### src/rtl/seg_shadow_unit.sv
module seg_shadow_unit #(
  parameter int AW = 32
) (
  input  logic          clk,
  input  logic          rst_n,
  input  logic          tbl_wr,
  input  logic [AW-1:0] tbl_base_in,
  input  logic [15:0]   tbl_limit_in,
  input  logic          sel_wr,
  input  logic [15:0]   sel_in,
  output logic          mem_req,
  output logic [AW-1:0] mem_addr,
  input  logic          mem_valid,
  input  logic [63:0]   mem_data,
  output logic          busy,
  output logic          fault_sel,
  output logic          fault_np,
  output logic [15:0]   sel_out,
  output logic          seg_valid,
  output logic [31:0]   seg_base,
  output logic [19:0]   seg_limit,
  output logic [3:0]    seg_type,
  output logic          seg_s,
  output logic [1:0]    seg_dpl,
  output logic          seg_avl,
  output logic          seg_l,
  output logic          seg_db,
  output logic          seg_g,
  input  logic [31:0]   xl_offset,
  output logic [AW-1:0] xl_linear,
  output logic          xl_fault
);

  logic [AW-1:0] tbl_base_q;
  logic [15:0]   tbl_limit_q;
  logic [15:0]   pend_sel;
  logic [AW-1:0] addr_q;

  logic accept, sel_ok, present;
  logic [31:0] d_base;
  logic [19:0] d_limit;
  logic [31:0] eff_limit;

  assign accept  = sel_wr && !busy;
  assign sel_ok  = !sel_in[2] && ({sel_in[15:3], 3'b111} <= tbl_limit_q);
  assign present = mem_data[47];
  assign d_base  = {mem_data[63:56], mem_data[39:32], mem_data[31:16]};
  assign d_limit = {mem_data[51:48], mem_data[15:0]};

  assign mem_req  = busy;
  assign mem_addr = addr_q;

  always_ff @(posedge clk or negedge rst_n) begin
    if (!rst_n) begin
      tbl_base_q  <= '0;
      tbl_limit_q <= '0;
    end else if (tbl_wr) begin
      tbl_base_q  <= tbl_base_in;
      tbl_limit_q <= tbl_limit_in;
    end
  end

  always_ff @(posedge clk or negedge rst_n) begin
    if (!rst_n) begin
      busy      <= 1'b0;
      fault_sel <= 1'b0;
      fault_np  <= 1'b0;
      pend_sel  <= '0;
      addr_q    <= '0;
    end else if (accept) begin
      fault_sel <= !sel_ok;
      fault_np  <= 1'b0;
      if (sel_ok) begin
        busy     <= 1'b1;
        pend_sel <= sel_in;
        addr_q   <= tbl_base_q + AW'({sel_in[15:3], 3'b000});
      end
    end else if (busy && mem_valid) begin
      busy     <= 1'b0;
      fault_np <= !present;
    end
  end

  always_ff @(posedge clk or negedge rst_n) begin
    if (!rst_n) begin
      sel_out   <= '0;
      seg_valid <= 1'b0;
      seg_base  <= '0;
      seg_limit <= '0;
      seg_type  <= '0;
      seg_s     <= 1'b0;
      seg_dpl   <= '0;
      seg_avl   <= 1'b0;
      seg_l     <= 1'b0;
      seg_db    <= 1'b0;
      seg_g     <= 1'b0;
    end else if (busy && mem_valid && present) begin
      sel_out   <= pend_sel;
      seg_valid <= 1'b1;
      seg_base  <= d_base;
      seg_limit <= d_limit;
      seg_type  <= mem_data[43:40];
      seg_s     <= mem_data[44];
      seg_dpl   <= mem_data[46:45];
      seg_avl   <= mem_data[52];
      seg_l     <= mem_data[53];
      seg_db    <= mem_data[54];
      seg_g     <= mem_data[55];
    end
  end

  assign eff_limit = seg_g ? {seg_limit, 12'hFFF} : {12'h000, seg_limit};
  assign xl_fault  = !seg_valid || (xl_offset > eff_limit);
  assign xl_linear = AW'(seg_base) + AW'(xl_offset);

  p_reject_r2: assert property (@(posedge clk) disable iff (!rst_n)
    (sel_wr && !busy && (sel_in[2] || ({sel_in[15:3], 3'b111} > tbl_limit_q)))
      |=> (fault_sel && !busy && $stable(sel_out)));

  p_busy_hold_r3: assert property (@(posedge clk) disable iff (!rst_n)
    (busy && !mem_valid) |=> (busy && $stable(mem_addr)));

  p_busy_drop_r3: assert property (@(posedge clk) disable iff (!rst_n)
    (busy && mem_valid) |=> !busy);

  p_absent_keep_r5: assert property (@(posedge clk) disable iff (!rst_n)
    (busy && mem_valid && !mem_data[47])
      |=> (fault_np && $stable(seg_base) && $stable(seg_limit) && $stable(sel_out)));

  p_ignore_busy_r9: assert property (@(posedge clk) disable iff (!rst_n)
    (busy && sel_wr && !mem_valid) |=> (busy && $stable(mem_addr) && !fault_sel));

  p_commit_r10: assert property (@(posedge clk) disable iff (!rst_n)
    (busy && mem_valid && mem_data[47]) |=> (seg_valid && (sel_out == $past(pend_sel))));

  p_cache_hold_r8: assert property (@(posedge clk) disable iff (!rst_n)
    !(busy && mem_valid) |=> ($stable(seg_base) && $stable(seg_limit) && $stable(seg_g)));

endmodule

### config.mk
export PLATFORM = sky130hd
export DESIGN_NAME = seg_shadow_unit
export DESIGN_NICKNAME = d
export VERILOG_FILES = /design/src/rtl/seg_shadow_unit.sv
export SDC_FILE = /design/constraint.sdc
export NUM_CORES = 1
export LEC_CHECK = 0
export BUFFER_PORTS_ARGS = -buffer_cell sky130_fd_sc_hd__buf_4
export CORE_MARGIN = 2
export CORE_UTILIZATION = 55
export CTS_BUF_LIST = sky130_fd_sc_hd__clkbuf_4 sky130_fd_sc_hd__clkbuf_8 sky130_fd_sc_hd__clkbuf_16
export DETAILED_ROUTE_END_ITERATION = 10
export PLACE_DENSITY_LB_ADDON = 0.05
export SLEW_MARGIN = 20
export SYNTH_ARGS = -nofsm -noshare
export SYNTH_HDL_FRONTEND = slang
export SYNTH_SLANG_ARGS = --single-unit
### constraint.sdc
create_clock -name clk -period 6.9 [get_ports clk]
set_input_delay 0.69 -clock clk [delete_from_list [all_inputs] [get_ports clk]]
set_output_delay 0.69 -clock clk [all_outputs]
set_load 0.03 [all_outputs]
==> results.json <==
{
  "dp_slack_ps": 3060,
  "timing.final.ws_setup_ps": 2960,
  "cp_max_fo": 4,
  "num_rows": 50,
  "clkTransAtPathRegs_ps": 80,
  "rsz0062_at_grt": "no",
  "antenna_found_initial": 0,
  "yosys.area.top_type": "dfrtp_1",
  "postCtsResizedCells": 0,
  "clk_latency_ps": 440,
  "root_buffer": "clkbuf_16",
  "final_nets": 1472,
  "drive_above_1_share": 0.426,
  "synth-seq-area-share": 0.433,
  "avgSynthCellArea_um2": 11.4,
  "cts_max_level": 4,
  "hold_viol_final": 0,
  "overflow": 0,
  "start_util": 0.557,
  "portBuffers": 313,
  "synthToLayoutAreaGrowth_pct": 30.6,
  "dieWidth_um": 141,
  "grt.total_usage": 0.276,
  "clock_skew_ps": 10.7,
  "finalSetupTns_ps": 0,
  "grt_pass1_vias": 8347,
  "required_ps": 6210,
  "pwr_density_cell_nw_per_um2": 445,
  "status": "finished clean",
  "grt_pass1_wl_mm": 42.9,
  "clock-sinks": 179,
  "pin_count": 314,
  "clock_path_buffers": 2,
  "setup_viol": 0,
  "start_kind": "flip-flop",
  "peakVddDrop_mv": 0.210,
  "drc": 0,
  "synth_area_um2": 10300,
  "cap_viol_max_count": 0,
  "synth_nets": 1167,
  "syn_inst": 911,
  "die_y_um": 141,
  "crit_arrival_ps": 3250,
  "worst_pin_slew_ps": 1060,
  "grt_max_degree": 108,
  "core-area_um2": 18600,
  "fmax_mhz": 254,
  "hold_class": "primary input to asynchronous set/reset pin",
  "drtIter0Drc": 371,
  "path_class": "flip-flop to primary output",
  "synthFlopType": "dfrtp_1",
  "synth_warnings": 0,
  "ctsHoldBuffers": 0,
  "p_leak_nw": 6.56,
  "numCtsBuffers": 17,
  "cts_setup_buffers": 0,
  "dp_hpwl_mm": 21.4,
  "synth_top_area_frac": 0.433,
  "ys_ff_latch": 179,
  "vias_per_cell": 5.70,
  "synth-async-reset-ratio": 1.00,
  "yosys-top-cells-area": "dfrtp_1, mux2_2, ha_1",
  "synth-edff-count": 0,
  "drt_wl_total_mm": 27.6,
  "dr_total_vias": 8344,
  "place_congestion": 0.901,
  "ant_nets": 0,
  "fillers": 1400,
  "die-area_um2": 19900,
  "end_kind": "primary output",
  "timing.final.crit_share": 0.571,
  "firstDrtPassIters": 5,
  "relSlewSlack": 0.294,
  "ys_types": 58,
  "routedWlPerCell_um": 18.8,
  "period_needed_ps": 3940,
  "cts_tree": "yes",
  "slew_violations": 0
}
[flip-flops by register name (all words and copies together) (netlist names)]
register and count:
seg_base 32, seg_valid 1, seg_s 1, tbl_limit_q 16, seg_l 1, mem_addr 32, fault_np 1, sel_out 16
seg_type 4, seg_db 1, seg_g 1, busy 1, fault_sel 1, seg_limit 20, seg_dpl 2, seg_avl 1
pend_sel 16, tbl_base_q 32
[logic make-up (layout without fill, tap and decap cells)]
kind of cell,after synthesis,in the layout,synth area share
fa+ha+maj,91,91,0.112
compound gates,185,185,0.118
xor+xnor,54,54,0.0457
other cells,0,1,0
flops,179,179,0.433
simple gates,172,172,0.0839
mux,171,171,0.185
buf+inv,59,377,0.0225
[stage by stage]
stage	total power [W]	hold slack [ps]	instances	cell area, um^2	utilization
CTS	0.00605	394	1463	13500	0.727
floorplan	0.00383	394	911	10300	-
global placement	0.00501	472	1431	12900	0.695
finish	0.00602	364	1464	13500	0.727
global route	0.00634	431	1463	13500	0.727
detailed placement	0.00506	481	1431	12900	0.695
[placed cells by master (no fill, tap or decap), types with 4 or more instances in the layout]
master / netlist / routed
nand2_1: 55 / 55
inv_1: 28 / 28
nand3_1: 11 / 10
mux2i_1: 9 / 9
and4_1: 5 / 5
xor2_1: 17 / 17
and2_1: 4 / 4
o21bai_1: 9 / 9
dfrtp_1: 179 / 179
a31oi_1: 5 / 5
o21ai_0: 37 / 37
nor2b_1: 7 / 7
mux2_2: 162 / 162
nor3_1: 6 / 6
ha_1: 89 / 89
buf_4: 1 / 316
a21o_1: 33 / 33
a21oi_1: 49 / 49
clkbuf_16: 0 / 17
xnor2_1: 37 / 37
a211oi_1: 5 / 5
nand4_1: 21 / 21
nor2_1: 32 / 32
inv_8: 0 / 5
clkinv_8: 0 / 4
o211ai_1: 5 / 5
and3_1: 10 / 10
nand2b_1: 4 / 4
o21a_1: 10 / 10
[worst paths after layout]
check | start | to | slack (ps) | depth (start not counted)
max | seg_base[0] | xl_linear[30] | 2960 | 10
min | rst_n | seg_base[16] | 360 | 1
max reg2reg | tbl_limit_q[9] | mem_addr[4] | 3880 | 8
min reg2reg | pend_sel[2] | pend_sel[2] | 500 | 1
max in group asynchronous | rst_n | seg_limit[19] | 5020 | 2
min in group clk | sel_wr | fault_np | 440 | 2
[synthesized netlist by cell type (all sizes together) (3+ instances only)]
cell	count
a211o	3
a211oi	5
a21o	33
a21oi	50
a221o	3
a31oi	5
a41oi	4
and2	4
and3	10
and4	5
buf	8
clkbuf	23
dfrtp	179
ha	89
inv	28
mux2	162
mux2i	9
nand2	55
nand2b	4
nand3	11
nand3b	3
nand4	21
nor2	32
nor2b	7
nor3	7
nor3b	3
o211ai	6
o21a	10
o21ai	40
o21bai	9
o31ai	4
or2	3
xnor2	37
xor2	17
[critical path, stage by stage (launching register included)]
cell and delay (ps):
dfrtp_1 400, ha_1 230, fa_1 430, a211oi_1 310
o21a_1 240, nor3_2 70, o211ai_2 320, a2111oi_1 170
o31ai_1 310, xnor2_1 150, buf_4 180
[cell type report]
class | instances | area (um^2) | area share
Antenna cell | 1 | 2.50 | 0.000185
Clock buffer | 17 | 425 | 0.0315
Sequential cell | 179 | 4480 | 0.331
Timing Repair Buffer | 317 | 2390 | 0.177
Multi-Input combinational cell | 673 | 5650 | 0.418
Tap cell | 234 | 293 | 0.0217
Clock inverter | 15 | 179 | 0.0132
Inverter | 28 | 105 | 0.00778
[where the power goes]
group          leakage, nW  switching (W)  internal, W
combinational         4.14        0.00198      0.00140
sequential            2.14       0.000267      0.00139
clock                0.289       0.000482     0.000494
[per-layer routing]
metal	share of wire	up-vias	global-route usage
met2	0.52	292	0.498
met5	0	-	0
met1	0.39	4063	0.331
li1	-	3946	-
met4	0.024	0	0.0816
met3	0.067	43	0.0591
No activity file was read; power rests on OpenSTA's default activity.
